### config.mk
export PLATFORM = sky130hd
export DESIGN_NAME = noise_pattern_gen
export DESIGN_NICKNAME = d
export VERILOG_FILES = /design/src/rtl/noise_gen_pkg.sv /design/src/rtl/noise_prescaler.sv /design/src/rtl/noise_rate_div.sv /design/src/rtl/noise_shaper.sv /design/src/rtl/noise_pattern_gen.sv
export SDC_FILE = /design/constraint.sdc
export NUM_CORES = 1
export LEC_CHECK = 0
export BUFFER_PORTS_ARGS = -buffer_cell sky130_fd_sc_hd__buf_2
export CAP_MARGIN = 20
export CORE_UTILIZATION = 56
export DETAILED_ROUTE_END_ITERATION = 12
export GPL_TIMING_DRIVEN = 0
export PLACE_DENSITY = 0.87
export SLEW_MARGIN = 10
export SYNTH_ARGS = -nofsm -noshare
export SYNTH_HDL_FRONTEND = slang
export SYNTH_SLANG_ARGS = --single-unit
export TNS_END_PERCENT = 30
### constraint.sdc
create_clock -name clk_i -period 2 [get_ports clk_i]
set_input_delay 0.2 -clock clk_i [delete_from_list [all_inputs] [get_ports clk_i]]
set_output_delay 0.2 -clock clk_i [all_outputs]
set_load 0.03 [all_outputs]
### src/rtl/noise_gen_pkg.sv
package noise_gen_pkg;

  typedef enum logic [1:0] {
    DUTY_OFF  = 2'b00,
    DUTY_QTR  = 2'b01,
    DUTY_HALF = 2'b10,
    DUTY_FULL = 2'b11
  } duty_e;

  localparam int unsigned PHASES = 4;
  localparam int unsigned PH_W   = $clog2(PHASES);

  // output level for a given duty code while in phase ph
  function automatic logic duty_level(duty_e d, logic [PH_W-1:0] ph);
    logic lvl;
    unique case (d)
      DUTY_OFF:  lvl = 1'b0;
      DUTY_QTR:  lvl = (ph == '0);
      DUTY_HALF: lvl = (ph < PH_W'(PHASES / 2));
      DUTY_FULL: lvl = 1'b1;
      default:   lvl = 1'b0;
    endcase
    return lvl;
  endfunction

endpackage

### src/rtl/noise_prescaler.sv
module noise_prescaler #(
  parameter int unsigned PRESCALE = 4000
) (
  input  logic clk_i,
  input  logic rst_ni,
  output logic tick_o
);
  localparam int unsigned CNT_W = (PRESCALE > 1) ? $clog2(PRESCALE) : 1;
  localparam logic [CNT_W-1:0] LAST = CNT_W'(PRESCALE - 1);

  logic [CNT_W-1:0] cnt_q;

  assign tick_o = (cnt_q == LAST);

  always_ff @(posedge clk_i or negedge rst_ni) begin
    if (!rst_ni)     cnt_q <= '0;
    else if (tick_o) cnt_q <= '0;
    else             cnt_q <= cnt_q + 1'b1;
  end

  AST_PRE_RANGE: assert property (@(posedge clk_i) disable iff (!rst_ni)
    cnt_q <= LAST) else $error("prescaler out of range");
  AST_PRE_WRAP: assert property (@(posedge clk_i) disable iff (!rst_ni)
    tick_o |=> (cnt_q == '0)) else $error("prescaler did not wrap");

endmodule

### src/rtl/noise_rate_div.sv
module noise_rate_div #(
  parameter int unsigned RATE_W = 2
) (
  input  logic              clk_i,
  input  logic              rst_ni,
  input  logic              tick_i,
  input  logic [RATE_W-1:0] rate_i,
  output logic              step_o
);
  localparam int unsigned DIV_W = (1 << RATE_W) - 1;

  logic [RATE_W-1:0] rate_q;
  logic [DIV_W-1:0]  cnt_q;
  logic [DIV_W:0]    span;
  logic [DIV_W-1:0]  last;

  assign span   = (DIV_W + 1)'(1) << rate_q;
  assign last   = DIV_W'(span - 1'b1);
  assign step_o = tick_i && (cnt_q == last);

  // rate is taken in only on a step boundary; counter restarts there too
  always_ff @(posedge clk_i or negedge rst_ni) begin
    if (!rst_ni) begin
      rate_q <= '0;
      cnt_q  <= '0;
    end else if (step_o) begin
      rate_q <= rate_i;
      cnt_q  <= '0;
    end else if (tick_i) begin
      cnt_q  <= cnt_q + 1'b1;
    end
  end

  AST_DIV_BOUND: assert property (@(posedge clk_i) disable iff (!rst_ni)
    cnt_q <= last) else $error("divider beyond span");
  AST_RATE_HOLD: assert property (@(posedge clk_i) disable iff (!rst_ni)
    !step_o |=> $stable(rate_q)) else $error("rate changed mid-step");

endmodule

### src/rtl/noise_shaper.sv
module noise_shaper
  import noise_gen_pkg::*;
(
  input  logic       clk_i,
  input  logic       rst_ni,
  input  logic       step_i,
  input  logic [1:0] duty_i,
  output logic       noise_o
);
  logic [PH_W-1:0] phase_q;
  logic [PH_W-1:0] phase_nxt;
  duty_e           duty_q;
  logic            noise_q;

  assign phase_nxt = phase_q + 1'b1;
  assign noise_o   = noise_q;

  always_ff @(posedge clk_i or negedge rst_ni) begin
    if (!rst_ni) begin
      phase_q <= '0;
      duty_q  <= DUTY_OFF;
      noise_q <= 1'b0;
    end else if (step_i) begin
      phase_q <= phase_nxt;
      duty_q  <= duty_e'(duty_i);
      noise_q <= duty_level(duty_e'(duty_i), phase_nxt);
    end
  end

  AST_DUTY_HOLD: assert property (@(posedge clk_i) disable iff (!rst_ni)
    !step_i |=> $stable(duty_q)) else $error("duty changed mid-step");
  AST_OUT_HOLD: assert property (@(posedge clk_i) disable iff (!rst_ni)
    !step_i |=> $stable(noise_q)) else $error("output toggled mid-step");
  AST_OFF_LOW: assert property (@(posedge clk_i) disable iff (!rst_ni)
    (duty_q == DUTY_OFF) |-> !noise_q) else $error("high while off");
  AST_FULL_HIGH: assert property (@(posedge clk_i) disable iff (!rst_ni)
    (duty_q == DUTY_FULL) |-> noise_q) else $error("low while full");
  AST_QTR_PHASE: assert property (@(posedge clk_i) disable iff (!rst_ni)
    (duty_q == DUTY_QTR && noise_q) |-> (phase_q == '0)) else $error("quarter misplaced");

endmodule

### src/rtl/noise_pattern_gen.sv
module noise_pattern_gen #(
  parameter int unsigned PRESCALE = 4000,
  parameter int unsigned RATE_W   = 2
) (
  input  logic              clk_i,
  input  logic              rst_ni,
  input  logic [1:0]        duty_sel_i,
  input  logic [RATE_W-1:0] rate_sel_i,
  input  logic              fe_on_i,
  output logic              noise_o,
  output logic              fe_on_o
);
  logic base_tick;
  logic step_tick;

  noise_prescaler #(.PRESCALE(PRESCALE)) u_pre (
    .clk_i  (clk_i),
    .rst_ni (rst_ni),
    .tick_o (base_tick)
  );

  noise_rate_div #(.RATE_W(RATE_W)) u_div (
    .clk_i  (clk_i),
    .rst_ni (rst_ni),
    .tick_i (base_tick),
    .rate_i (rate_sel_i),
    .step_o (step_tick)
  );

  noise_shaper u_shape (
    .clk_i   (clk_i),
    .rst_ni  (rst_ni),
    .step_i  (step_tick),
    .duty_i  (duty_sel_i),
    .noise_o (noise_o)
  );

  assign fe_on_o = fe_on_i;

  AST_STEP_ON_TICK: assert property (@(posedge clk_i) disable iff (!rst_ni)
    step_tick |-> base_tick) else $error("step without base tick");

endmodule

==> results of run 1 <==
==> metal layers <==
metal | vias to the layer above | global-route usage [%]
met1 | 365 | 30.2
li1 | 364 | -
met3 | 2 | 5.31
met4 | 0 | 7.27
met5 | - | 0
met2 | 20 | 38.8
==> timing repair <==
item | in CTS | in global routing
setup buffers | 0 | 0
hold buffers | 1 | 0
gates resized for setup | 0 | 1
setup endpoints to repair | 0 | 1
endpoints found under the hold margin | 20 | 0
==> final timing paths <==
path,startpoint,endpoint,slack [ps],cells after the start
setup / recovery,u_pre.cnt_q[0],u_shape.phase_q[1],140,4
hold / removal,rate_sel_i[1],u_div.rate_q[1],130,2
setup reg to reg,u_pre.cnt_q[0],u_shape.phase_q[1],140,4
hold reg to reg,u_pre.cnt_q[11],u_pre.cnt_q[11],520,1
max in group asynchronous,rst_ni,u_shape.phase_q[1],1340,2
min in group asynchronous,rst_ni,u_pre.cnt_q[10],360,2
==> registers in the layout, summed over array words and instances, names as in the netlist <==
signal and count:
u_div.rate_q 2, u_pre.cnt_q 12, u_div.cnt_q 3, u_shape.noise_o 1, u_shape.phase_q 2
==> through the flow <==
step | hold slack, ps | utilization [%] | power, W | cell area (µm²) | setup slack [ps]
6_report | 132 | 69.5 | 0.000622 | 1110 | 136
5_1_grt | 134 | 69.5 | 0.000640 | 1110 | 6.04
4_1_cts | 135 | 69.4 | 0.000622 | 1110 | 145
3_5_place_dp | 162 | 67.3 | 0.000443 | 1070 | 168
3_3_place_gp | 169 | 67.3 | 0.000442 | 1070 | 197
2_1_floorplan | -95.6 | - | 0.000427 | 1010 | 313
==> layout by cell type, fill, tap and decap left out, drive strengths merged, types with 2 or more instances in the layout <==
cell type  count
nand3          6
clkbuf         4
nand2          6
dfrtp         20
nor2           6
ha             3
buf            8
and3           4
xnor2          5
xor2           3
mux2           3
o21ai          7
nor3           3
or3            2
a21oi          5
mux2i          2
nand4          6
and2           3
inv            3
==> layout make-up <==
cell class | instances | area (µm²) | area share (%)
Sequential cell | 20 | 500 | 45.1
Multi-Input combinational cell | 71 | 488 | 44.0
Timing Repair Buffer | 8 | 45.0 | 4.06
Tap cell | 24 | 30.0 | 2.71
Clock buffer | 3 | 22.5 | 2.03
Buffer | 2 | 11.3 | 1.02
Inverter | 3 | 11.3 | 1.02
==> worst max-delay path: cells and delay by family, from the launching register on <==
family,cells,cell delay [ps]
AOI/OAI and AO/OA,1,560
DFF,1,440
muxes,1,330
adders and majority gates,1,240
and+or+nand+nor,1,180
==> logic make-up (layout without fill, tap and decap cells) <==
kind of cell / after synthesis / count (layout) / share of synthesized area [%]
muxes: 5 / 5 / 6.45
and+or+nand+nor: 41 / 41 / 23.2
buffers and inverters: 5 / 16 / 2.23
DFF: 20 / 20 / 49.6
adders and majority gates: 3 / 3 / 3.72
xor gates and xnor gates: 8 / 8 / 6.95
AOI/OAI and AO/OA: 14 / 14 / 7.82
==> where the power goes <==
part | internal [W] | switching, W | leakage, nW
logic | 0.0000116 | 0.0000158 | 0.227
registers | 0.000406 | 0.00000177 | 0.255
clock network | 0.0000702 | 0.000116 | 0.0138
==> run summary, run 1 <==
PLACED DESIGN
------------------------------------------------------------------------------------
Detail Placement HPWL                                                        1350 µm
Placed insts                                                                     127
Port buffer count                                                                  7
Final Wtd Congestion                                                           0.796

POWER
------------------------------------------------------------------------------------
Power density over cell area                                              561 mW/mm²
Leakage power                                                               0.496 nW
Worst IR Drop VDD                                                             467 µV

FLOORPLANNING
------------------------------------------------------------------------------------
Number of placement rows                                                          14
Number of ports placed on the die boundary                                         9
Height of the chip                                                           44.4 µm
Die Footprint                                                            0.00197 mm²
Die X-Extent                                                                 44.4 µm
Starting utilization of the core area                                          63.3%
Core ar.                                                                 0.00159 mm²

SETUP PATH
------------------------------------------------------------------------------------
Critical path class                                                     register to register
Critical path fanouts, max                                                         5
Kind of end point of the critical path                                      register
Worst-path cell with the longest stage delay                                a2111o_1
Data arrival, critical path                                                  2050 ps
Stage delay of the slowest cell on the critical path                          560 ps
Cell chain of the critical path                                         ha_2 -> nand4_1 -> a2111o_1 -> mux2_4
CP Data Required Time                                                        2190 ps
Kind of launch point of the worst setup path                                register

LOGIC SYNTHESIS
------------------------------------------------------------------------------------
Cell accounting for the most synthesized area                                dfrtp_1
Average instance area after synthesis                                       10.5 µm²
EDFF count, synth                                                                  0
Count leader, synth                                                          dfrtp_1
Ys flop type                                                                 dfrtp_1
Post-synth design cell area                                              0.00101 mm²
Share of Yosys cell area claimed by the top area cell type                     49.6%
Leading post-synthesis cells by instance count                          dfrtp_1, nand2_1, nand3_1, nand4_1, nor2_1
Synth Warn #                                                                       0
Flops & latches, synth                                                            20
Number of distinct library cells after synthesis                                  28
Net count after synthesis                                                        106
Number of instances in the synthesized netlist                                    96
Proportion of synthesized flip-flops having asynchronous set or reset           100%
Area contributors post-synth                                            dfrtp_1, mux2_4, xnor2_1
Seq/Total Area, Yosys                                                          49.6%

FINISH
------------------------------------------------------------------------------------
Share of cells above drive strength 1                                          15.9%
Total Nets Final                                                                 119
Fillcell total                                                                   124
Layout overhead on the synthesized area                                        9.93%
Non-filler cells in the finished layout                                          131
Antenna diode instance count                                                       0

STA
------------------------------------------------------------------------------------
Actual transition at the worst max-transition pin                             526 ps
Period utilization                                                             93.2%
Count of pins over their slew limit                                                0
Worst setup skew after layout                                                10.1 ps
Top achievable clock speed                                                   537 MHz
Number of hold violations in the final report                                      0
Number of endpoints failing setup at the final stage                               0
Relative max-transition margin                                                 64.7%
Post-Route Setup TNS                                                            0 ps
Post-route minimum period                                                    1860 ps
Unrepaired setup endpoints after global routing                                   no

DRT
------------------------------------------------------------------------------------
Total length of routed met3 wires                                              67 µm
Remaining number of nets flagged by the antenna check after routing                0
Remaining design rule violation count                                              0
Total detailed-routing wirelength                                            1770 µm
Uppermost signal routing layer after detailed routing                           met4
DR pass1 iterations                                                                4
Detailed-routing wirelength on met1                                           784 µm
Ratio of routed vias to standard cells                                          5.73
Detailed-route via count                                                         751
Iteration-0 DRC Markers                                                           23
Routed wire length per instance                                              13.5 µm
Sum of met2 wire segment lengths after detailed routing                       906 µm

CTS
------------------------------------------------------------------------------------
Number of sinks driven by the clock tree                                          20
Worst-skew pair later-pin latency                                             300 ps
CTS tree                                                                         yes
Number of CTS-inserted buffers                                                     3
Register clock-pin slew on the reported worst setup and hold paths            110 ps
Number of H-tree branching levels                                                  1
Cell at the root of the clock tree                                          clkbuf_4
Number of buffers on the longest clock path                                        2

RUN
------------------------------------------------------------------------------------
Max Cap Violations                                                                 0

RUN STATUS
------------------------------------------------------------------------------------
Status                                                                  finished clean

GRT
------------------------------------------------------------------------------------
Total global routing overflow                                                      0
Maximum number of pins on one net before global-route repair                      21
Total global-route track usage                                                 23.3%
Number of antenna violations at the first check in global routing                  0
First-pass GRT wire length                                                   3310 µm
Vias in the first global route                                                   759

MIN PATH
------------------------------------------------------------------------------------
Hold crit path type                                                     primary input to register

Power figures use the tool's default switching activity.
==> run 2, diff against run 1 <==
- ABC_AREA: default -> 1
- CORE_UTILIZATION: 56 -> 58
- PLACE_DENSITY: 0.87 -> 0.88
==> run 2 against run 1 <==
Effect of this change: wire length increased by 14%; clock skew shrank 6.0 ps; count of clock-buffer cells in the layout unchanged; critical path type unchanged; highest routed layer unchanged.
==> run summary, run 2 <==
SETUP PATH
------------------------------------------------------------------------------------
Start of the worst register-to-register path                            u_pre.cnt_q[0]
Data arrival, critical path                                                  1600 ps
Endpoint of the worst register-to-register path                         u_pre.cnt_q[8]
Critical path fanouts, max                                                         9
Worst-path cell with the longest stage delay                                 dfrtp_1
CP Data Required Time                                                        2220 ps
Cell chain of the critical path                                         ha_1 -> nand2_2 -> nor2_4 -> nand3_4 -> clkinv_4 -> nor3_1
Kind of launch point of the worst setup path                                register
Critical path class                                                     register to register
CP bufs+invs                                                                       1
Kind of end point of the critical path                                      register
Cell count of the worst reg-to-reg path                                            6
Worst reg2reg setup slack                                                     620 ps
Stage delay of the slowest cell on the critical path                          400 ps
Top delay family on crit path                                           simple AND/OR/NAND/NOR gates

CTS
------------------------------------------------------------------------------------
Worst-skew pair later-pin latency                                             300 ps
Number of H-tree branching levels                                                  1
CTS tree                                                                         yes
Hold Buf Count CTS                                                                 1
Number of buffers on the longest clock path                                        2
Count of instances resized after the clock tree is built                           0
Number of sinks driven by the clock tree                                          20
# Post-CTS Setup Buffers                                                           0
Register clock-pin slew on the reported worst setup and hold paths            110 ps
Cell at the root of the clock tree                                          clkbuf_4
Number of CTS-inserted buffers                                                     3

LOGIC SYNTHESIS
------------------------------------------------------------------------------------
EDFF count, synth                                                                  0
Area contributors post-synth                                            dfrtp_1, nand2_1, inv_1
Proportion of synthesized flip-flops having asynchronous set or reset           100%
Share of Yosys cell area claimed by the top area cell type                     43.7%
Seq/Total Area, Yosys                                                          43.7%
Ys flop type                                                                 dfrtp_1
Flops & latches, synth                                                            20
Net count after synthesis                                                        157
Leading post-synthesis cells by instance count                          nand2_1, inv_1, dfrtp_1
Average instance area after synthesis                                       7.80 µm²
Cell accounting for the most synthesized area                                dfrtp_1
Synth Warn #                                                                       0
Count leader, synth                                                          nand2_1
Number of instances in the synthesized netlist                                   147
Number of distinct library cells after synthesis                                  22
Post-synth design cell area                                              0.00115 mm²

RUN STATUS
------------------------------------------------------------------------------------
Status                                                                  finished clean

FLOORPLANNING
------------------------------------------------------------------------------------
Height of the chip                                                           46.5 µm
Number of ports placed on the die boundary                                         9
Die Footprint                                                            0.00216 mm²
Starting utilization of the core area                                          64.3%
Number of placement rows                                                          15
Core ar.                                                                 0.00178 mm²
Die X-Extent                                                                 46.5 µm

FINISH
------------------------------------------------------------------------------------
Register name with the most flops                                        u_pre.cnt_q
Fillcell total                                                                   147
Antenna diode instance count                                                       0
Multi-input logic area                                                       547 µm²
Commonest non-fill, non-tap cell in the layout                               nand2_1
Final std cell area, no fill                                             0.00124 mm²
Most frequent cells in the layout                                       nand2_1, inv_1, dfrtp_1
Total Nets Final                                                                 170
Share of cells above drive strength 1                                          16.5%
Area taken by flip-flops and latches                                         500 µm²
Biggest registers after layout                                          u_pre.cnt_q: 12 flops, u_div.cnt_q: 3 flops
Layout overhead on the synthesized area                                        8.62%
Number of flip-flops under the largest register name                              12
Post-layout utilization of the core                                            69.8%

RUN
------------------------------------------------------------------------------------
Max Cap Violations                                                                 0

MIN PATH
------------------------------------------------------------------------------------
Hold path startpoint                                                    rate_sel_i[0]
Number of cells traversed by the worst hold path                                   3
Hold crit path type                                                     primary input to register
Worst Hold End                                                          u_div.rate_q[0]

STA
------------------------------------------------------------------------------------
Relative max-transition margin                                                 70.0%
Number of endpoints failing setup at the final stage                               0
Number of hold violations in the final report                                      0
Unrepaired setup endpoints after global routing                                   no
Worst setup skew after layout                                                4.05 ps
Period utilization                                                             68.8%
Count of pins over their slew limit                                                0
Top achievable clock speed                                                   727 MHz
Actual transition at the worst max-transition pin                             451 ps
Post-Route Setup TNS                                                            0 ps
Post-route minimum period                                                    1380 ps

GRT
------------------------------------------------------------------------------------
Total global routing overflow                                                      0
Maximum number of pins on one net before global-route repair                      21
Vias in the first global route                                                   876
Number of antenna violations at the first check in global routing                  0
First-pass GRT wire length                                                   3340 µm
Total global-route track usage                                                 22.8%

DRT
------------------------------------------------------------------------------------
DR pass1 iterations                                                                4
Total detailed-routing wirelength                                            2010 µm
Remaining design rule violation count                                              0
Ratio of routed vias to standard cells                                          5.16
Routed wire length per instance                                              11.0 µm
Iteration-0 DRC Markers                                                           20
Remaining number of nets flagged by the antenna check after routing                0
Detailed-route via count                                                         944

POWER
------------------------------------------------------------------------------------
Leakage power                                                               0.660 nW
Worst IR Drop VDD                                                             420 µV
Power density over cell area                                              493 mW/mm²

PLACED DESIGN
------------------------------------------------------------------------------------
Port buffer count                                                                  7
Final Wtd Congestion                                                           0.939
Detail Placement HPWL                                                        1540 µm
Post-DP Area                                                             0.00121 mm²

[run 2: cell types whose count changed after synthesis, moves of 4 or more]
cell | previous run | this run
nor2_1 | 6 | 13
xnor2_1 | 5 | 0
nand2_1 | 6 | 40
nand3_1 | 6 | 14
nor3_1 | 1 | 5
inv_1 | 3 | 21
nand4_1 | 6 | 0
and3_1 | 4 | 0
[run 2: report_power, final]
group	switching (W)	internal (W)	total [W]
registers	0	0.000404	0.000404
clock network	0.000120	0.0000704	0.000190
logic	0.0000122	0.00000725	0.0000194
[run 2: layout make-up]
| class | count | area share [%] |
|---|---|---|
| timing repair buffer | 8 | 3.62 |
| multi-input combinational | 103 | 43.9 |
| buffer | 1 | 0.603 |
| inverter | 23 | 7.34 |
| sequential | 20 | 40.2 |
| clock buffer | 3 | 1.81 |
| tap | 25 | 2.51 |
[run 2: cells by family (layout without fill, tap and decap cells)]
logic type | count (synthesis) | after routing | share of synthesized area, %
and+or+nand+nor | 86 | 86 | 37.6
adders and majority gates | 3 | 3 | 3.28
xor gates and xnor gates | 2 | 2 | 1.53
AOI/OAI and AO/OA | 12 | 12 | 5.35
DFF | 20 | 20 | 43.7
buffers and inverters | 24 | 35 | 8.62
[run 2: metal layers]
layer	vias to the layer above	wire length [µm]	global-route usage [%]
li1	489	-	-
met1	439	933	25.9
met2	14	1000	38.1
met3	2	49	4.71
met4	0	26	14.7
met5	-	0	0
[run 2: worst min-delay path: stages]
cell     delay [ps]
buf_2            80
nand3_1          60
nand2_1          60
[run 2: how the worst max path moves through the flow]
stage                     slack (ps)            from             end  depth (start not counted)
after global placement           660  u_pre.cnt_q[0]  u_pre.cnt_q[8]                          6
after detailed placement         630  u_pre.cnt_q[1]  u_pre.cnt_q[8]                          6
after floorplan                  780  u_pre.cnt_q[0]  u_pre.cnt_q[8]                          6
final                            620  u_pre.cnt_q[0]  u_pre.cnt_q[8]                          6
after global routing             540  u_pre.cnt_q[0]  u_pre.cnt_q[8]                          6
after CTS                        600  u_pre.cnt_q[0]  u_pre.cnt_q[8]                          6
[run 2: stage by stage]
stage	setup WS [ps]	power, W	hold WS [ps]	std cells
floorplan	778	0.000417	-95.6	147
global placement	656	0.000430	163	179
detailed placement	628	0.000430	168	179
CTS	602	0.000619	113	183
global route	543	0.000639	131	183
finish	625	0.000614	118	183
==> run 3, diff against run 2 <==
- CORE_UTILIZATION: 58 -> 52
- PLACE_DENSITY: 0.88 -> 0.84
- clock period: 2 -> 1.2 ns (I/O delays scaled with it)
==> run 3 against run 2 <==
Effect of this change: the flow now finishes with violations (negative setup slack); count of clock-buffer cells in the layout is 1 higher; clock skew hardly changed; combinational power is 72% higher; critical path depth is 2 higher; critical path type unchanged; critical endpoint is now u_div.rate_q[0].
==> run summary, run 3 (synthesis gave the netlist of run 2 again) <==
SETUP PATH
----------------------------------------------------------------------------------
Worst-path cell with the longest stage delay                               dfrtp_1
Cell chain of the critical path                                       ha_4 -> nand2_4 -> nor2_4 -> nand3_4 -> nor2_4 -> nand2_4 -> nand2_1 -> nand2_1
Critical path fanouts, max                                                       5
Data arrival, critical path                                                1520 ps
CP Data Required Time                                                      1410 ps
Worst reg2reg setup slack                                                  -110 ps
Kind of launch point of the worst setup path                              register
Critical path class                                                   register to register
Kind of end point of the critical path                                    register
Stage delay of the slowest cell on the critical path                        410 ps

MIN PATH
----------------------------------------------------------------------------------
Hold crit path type                                                   primary input to register

RUN STATUS
----------------------------------------------------------------------------------
Status                                                                finished, violations left
Violated checks                                                       negative setup slack

FINISH
----------------------------------------------------------------------------------
Most frequent cells in the layout                                     nand2_1, inv_1, dfrtp_1
Total Nets Final                                                               178
Antenna diode instance count                                                     0
Final std cell area, no fill                                           0.00141 mm²
Number of flip-flops under the largest register name                            12
Post-layout utilization of the core                                          69.8%
Share of cells above drive strength 1                                        28.7%
Fillcell total                                                                 162
Commonest non-fill, non-tap cell in the layout                             nand2_1
Register name with the most flops                                      u_pre.cnt_q
Biggest registers after layout                                        u_pre.cnt_q: 12 flops, u_div.cnt_q: 3 flops
Layout overhead on the synthesized area                                      23.1%

STA
----------------------------------------------------------------------------------
Final worst setup slack                                                    -115 ps
Period utilization                                                            110%
Count of pins over their slew limit                                              0
Number of hold violations in the final report                                    0
Unrepaired setup endpoints after global routing                                yes
Top achievable clock speed                                                 761 MHz
Number of endpoints failing setup at the final stage                            13
Post-route minimum period                                                  1310 ps
Actual transition at the worst max-transition pin                           449 ps
Post-Route Setup TNS                                                      -1010 ps
Relative max-transition margin                                               70.1%
Worst setup skew after layout                                              4.26 ps

DRT
----------------------------------------------------------------------------------
Iteration-0 DRC Markers                                                         12
Ratio of routed vias to standard cells                                        5.17
DR pass1 iterations                                                              4
Routed wire length per instance                                            12.1 µm
Total detailed-routing wirelength                                          2350 µm
Remaining number of nets flagged by the antenna check after routing              0
Detailed-route via count                                                     1,003
Remaining design rule violation count                                            0

CTS
----------------------------------------------------------------------------------
Cell at the root of the clock tree                                        clkbuf_4
CTS tree                                                                       yes
Worst-skew pair later-pin latency                                           310 ps
Number of buffers on the longest clock path                                      2
Number of sinks driven by the clock tree                                        20
Register clock-pin slew on the reported worst setup and hold paths          110 ps
Number of CTS-inserted buffers                                                   3
Number of H-tree branching levels                                                1

GRT
----------------------------------------------------------------------------------
Maximum number of pins on one net before global-route repair                    21
First-pass GRT wire length                                                 3840 µm
Vias in the first global route                                                 944
Total global routing overflow                                                    0
Number of antenna violations at the first check in global routing                0
Total global-route track usage                                               20.9%

PLACED DESIGN
----------------------------------------------------------------------------------
Port buffer count                                                                7
Pre-CTS worst setup slack                                                  -143 ps
Final Wtd Congestion                                                         0.864
Detail Placement HPWL                                                      1520 µm
Post-DP Area                                                           0.00122 mm²

FLOORPLANNING
----------------------------------------------------------------------------------
Number of ports placed on the die boundary                                       9
Starting utilization of the core area                                        56.7%
Die X-Extent                                                               48.9 µm
Die Footprint                                                          0.00240 mm²
Height of the chip                                                         48.9 µm
Number of placement rows                                                        16
Core ar.                                                               0.00202 mm²

POWER
----------------------------------------------------------------------------------
Power density over cell area                                            780 mW/mm²
Worst IR Drop VDD                                                           693 µV
Leakage power                                                             0.741 nW

RUN
----------------------------------------------------------------------------------
Max Cap Violations                                                               0

## run 3: changes by cell type in the layout (fill, tap and decap cells not counted), moves of 2 or more
cell	change
buf_4	+5
nand2_1	-5
nand2_2	+3
nand2_4	+2
nand3_1	-2
nand3_2	+2
nor2_1	-2
nor2_4	+3
## run 3: repair_timing
action,CTS,global route
pin swaps,6,8
gates resized for setup,4,16
buffers inserted,3,3
endpoints found under the hold margin,20,0
hold buffers,1,0
endpoints found under the setup margin,18,18
cloned,0,2
## run 3: path summary, 6_finish.rpt
path	end	cells after the start	startpoint
min reg2reg	u_shape.noise_o	2	u_shape.noise_o
max reg2reg	u_div.rate_q[0]	8	u_pre.cnt_q[0]
min	u_div.rate_q[1]	3	rate_sel_i[1]
max in group asynchronous	u_pre.cnt_q[9]	2	rst_ni
min in group asynchronous	u_pre.cnt_q[3]	2	rst_ni
max	u_div.rate_q[0]	8	u_pre.cnt_q[0]
## run 3: per-stage QoR
step / power [W] / std cells / hold slack (ps)
detailed placement: 0.000718 / 181 / 88.9
floorplan: 0.000695 / 147 / -176
global route: 0.00114 / 194 / 42.4
global placement: 0.000717 / 181 / 89.5
finish: 0.00110 / 194 / 45.8
CTS: 0.00111 / 189 / 39.7
## run 3: cell type report
type	instances	area [µm²]	area share [%]
inverter	23	91.3	6.47
timing repair buffer	14	93.8	6.65
clock buffer	4	36.3	2.57
sequential	20	500	35.5
multi-input combinational	104	643	45.6
timing repair inverter	1	5.00	0.355
tap	27	33.8	2.39
buffer	1	7.51	0.532
## run 3: per-layer routing
metal / track usage [%] / part of all wire (%) / up-vias
met5: 0 / 0 / -
met4: 10.3 / 3.6 / 0
met3: 2.80 / 2.4 / 10
met2: 36.8 / 52 / 16
met1: 24.9 / 42 / 470
li1: - / - / 507
## run 3: report_power, final
part            total, W  internal [W]  switching [W]
clock           0.000394      0.000185       0.000209
combinational  0.0000334     0.0000121      0.0000213
sequential      0.000674      0.000674              0
## run 3: worst max-delay path: cells and delay by family (launching register included)
family        cells  cell delay (ps)
flops             1              410
fa+ha+maj         1              160
simple gates      7              620
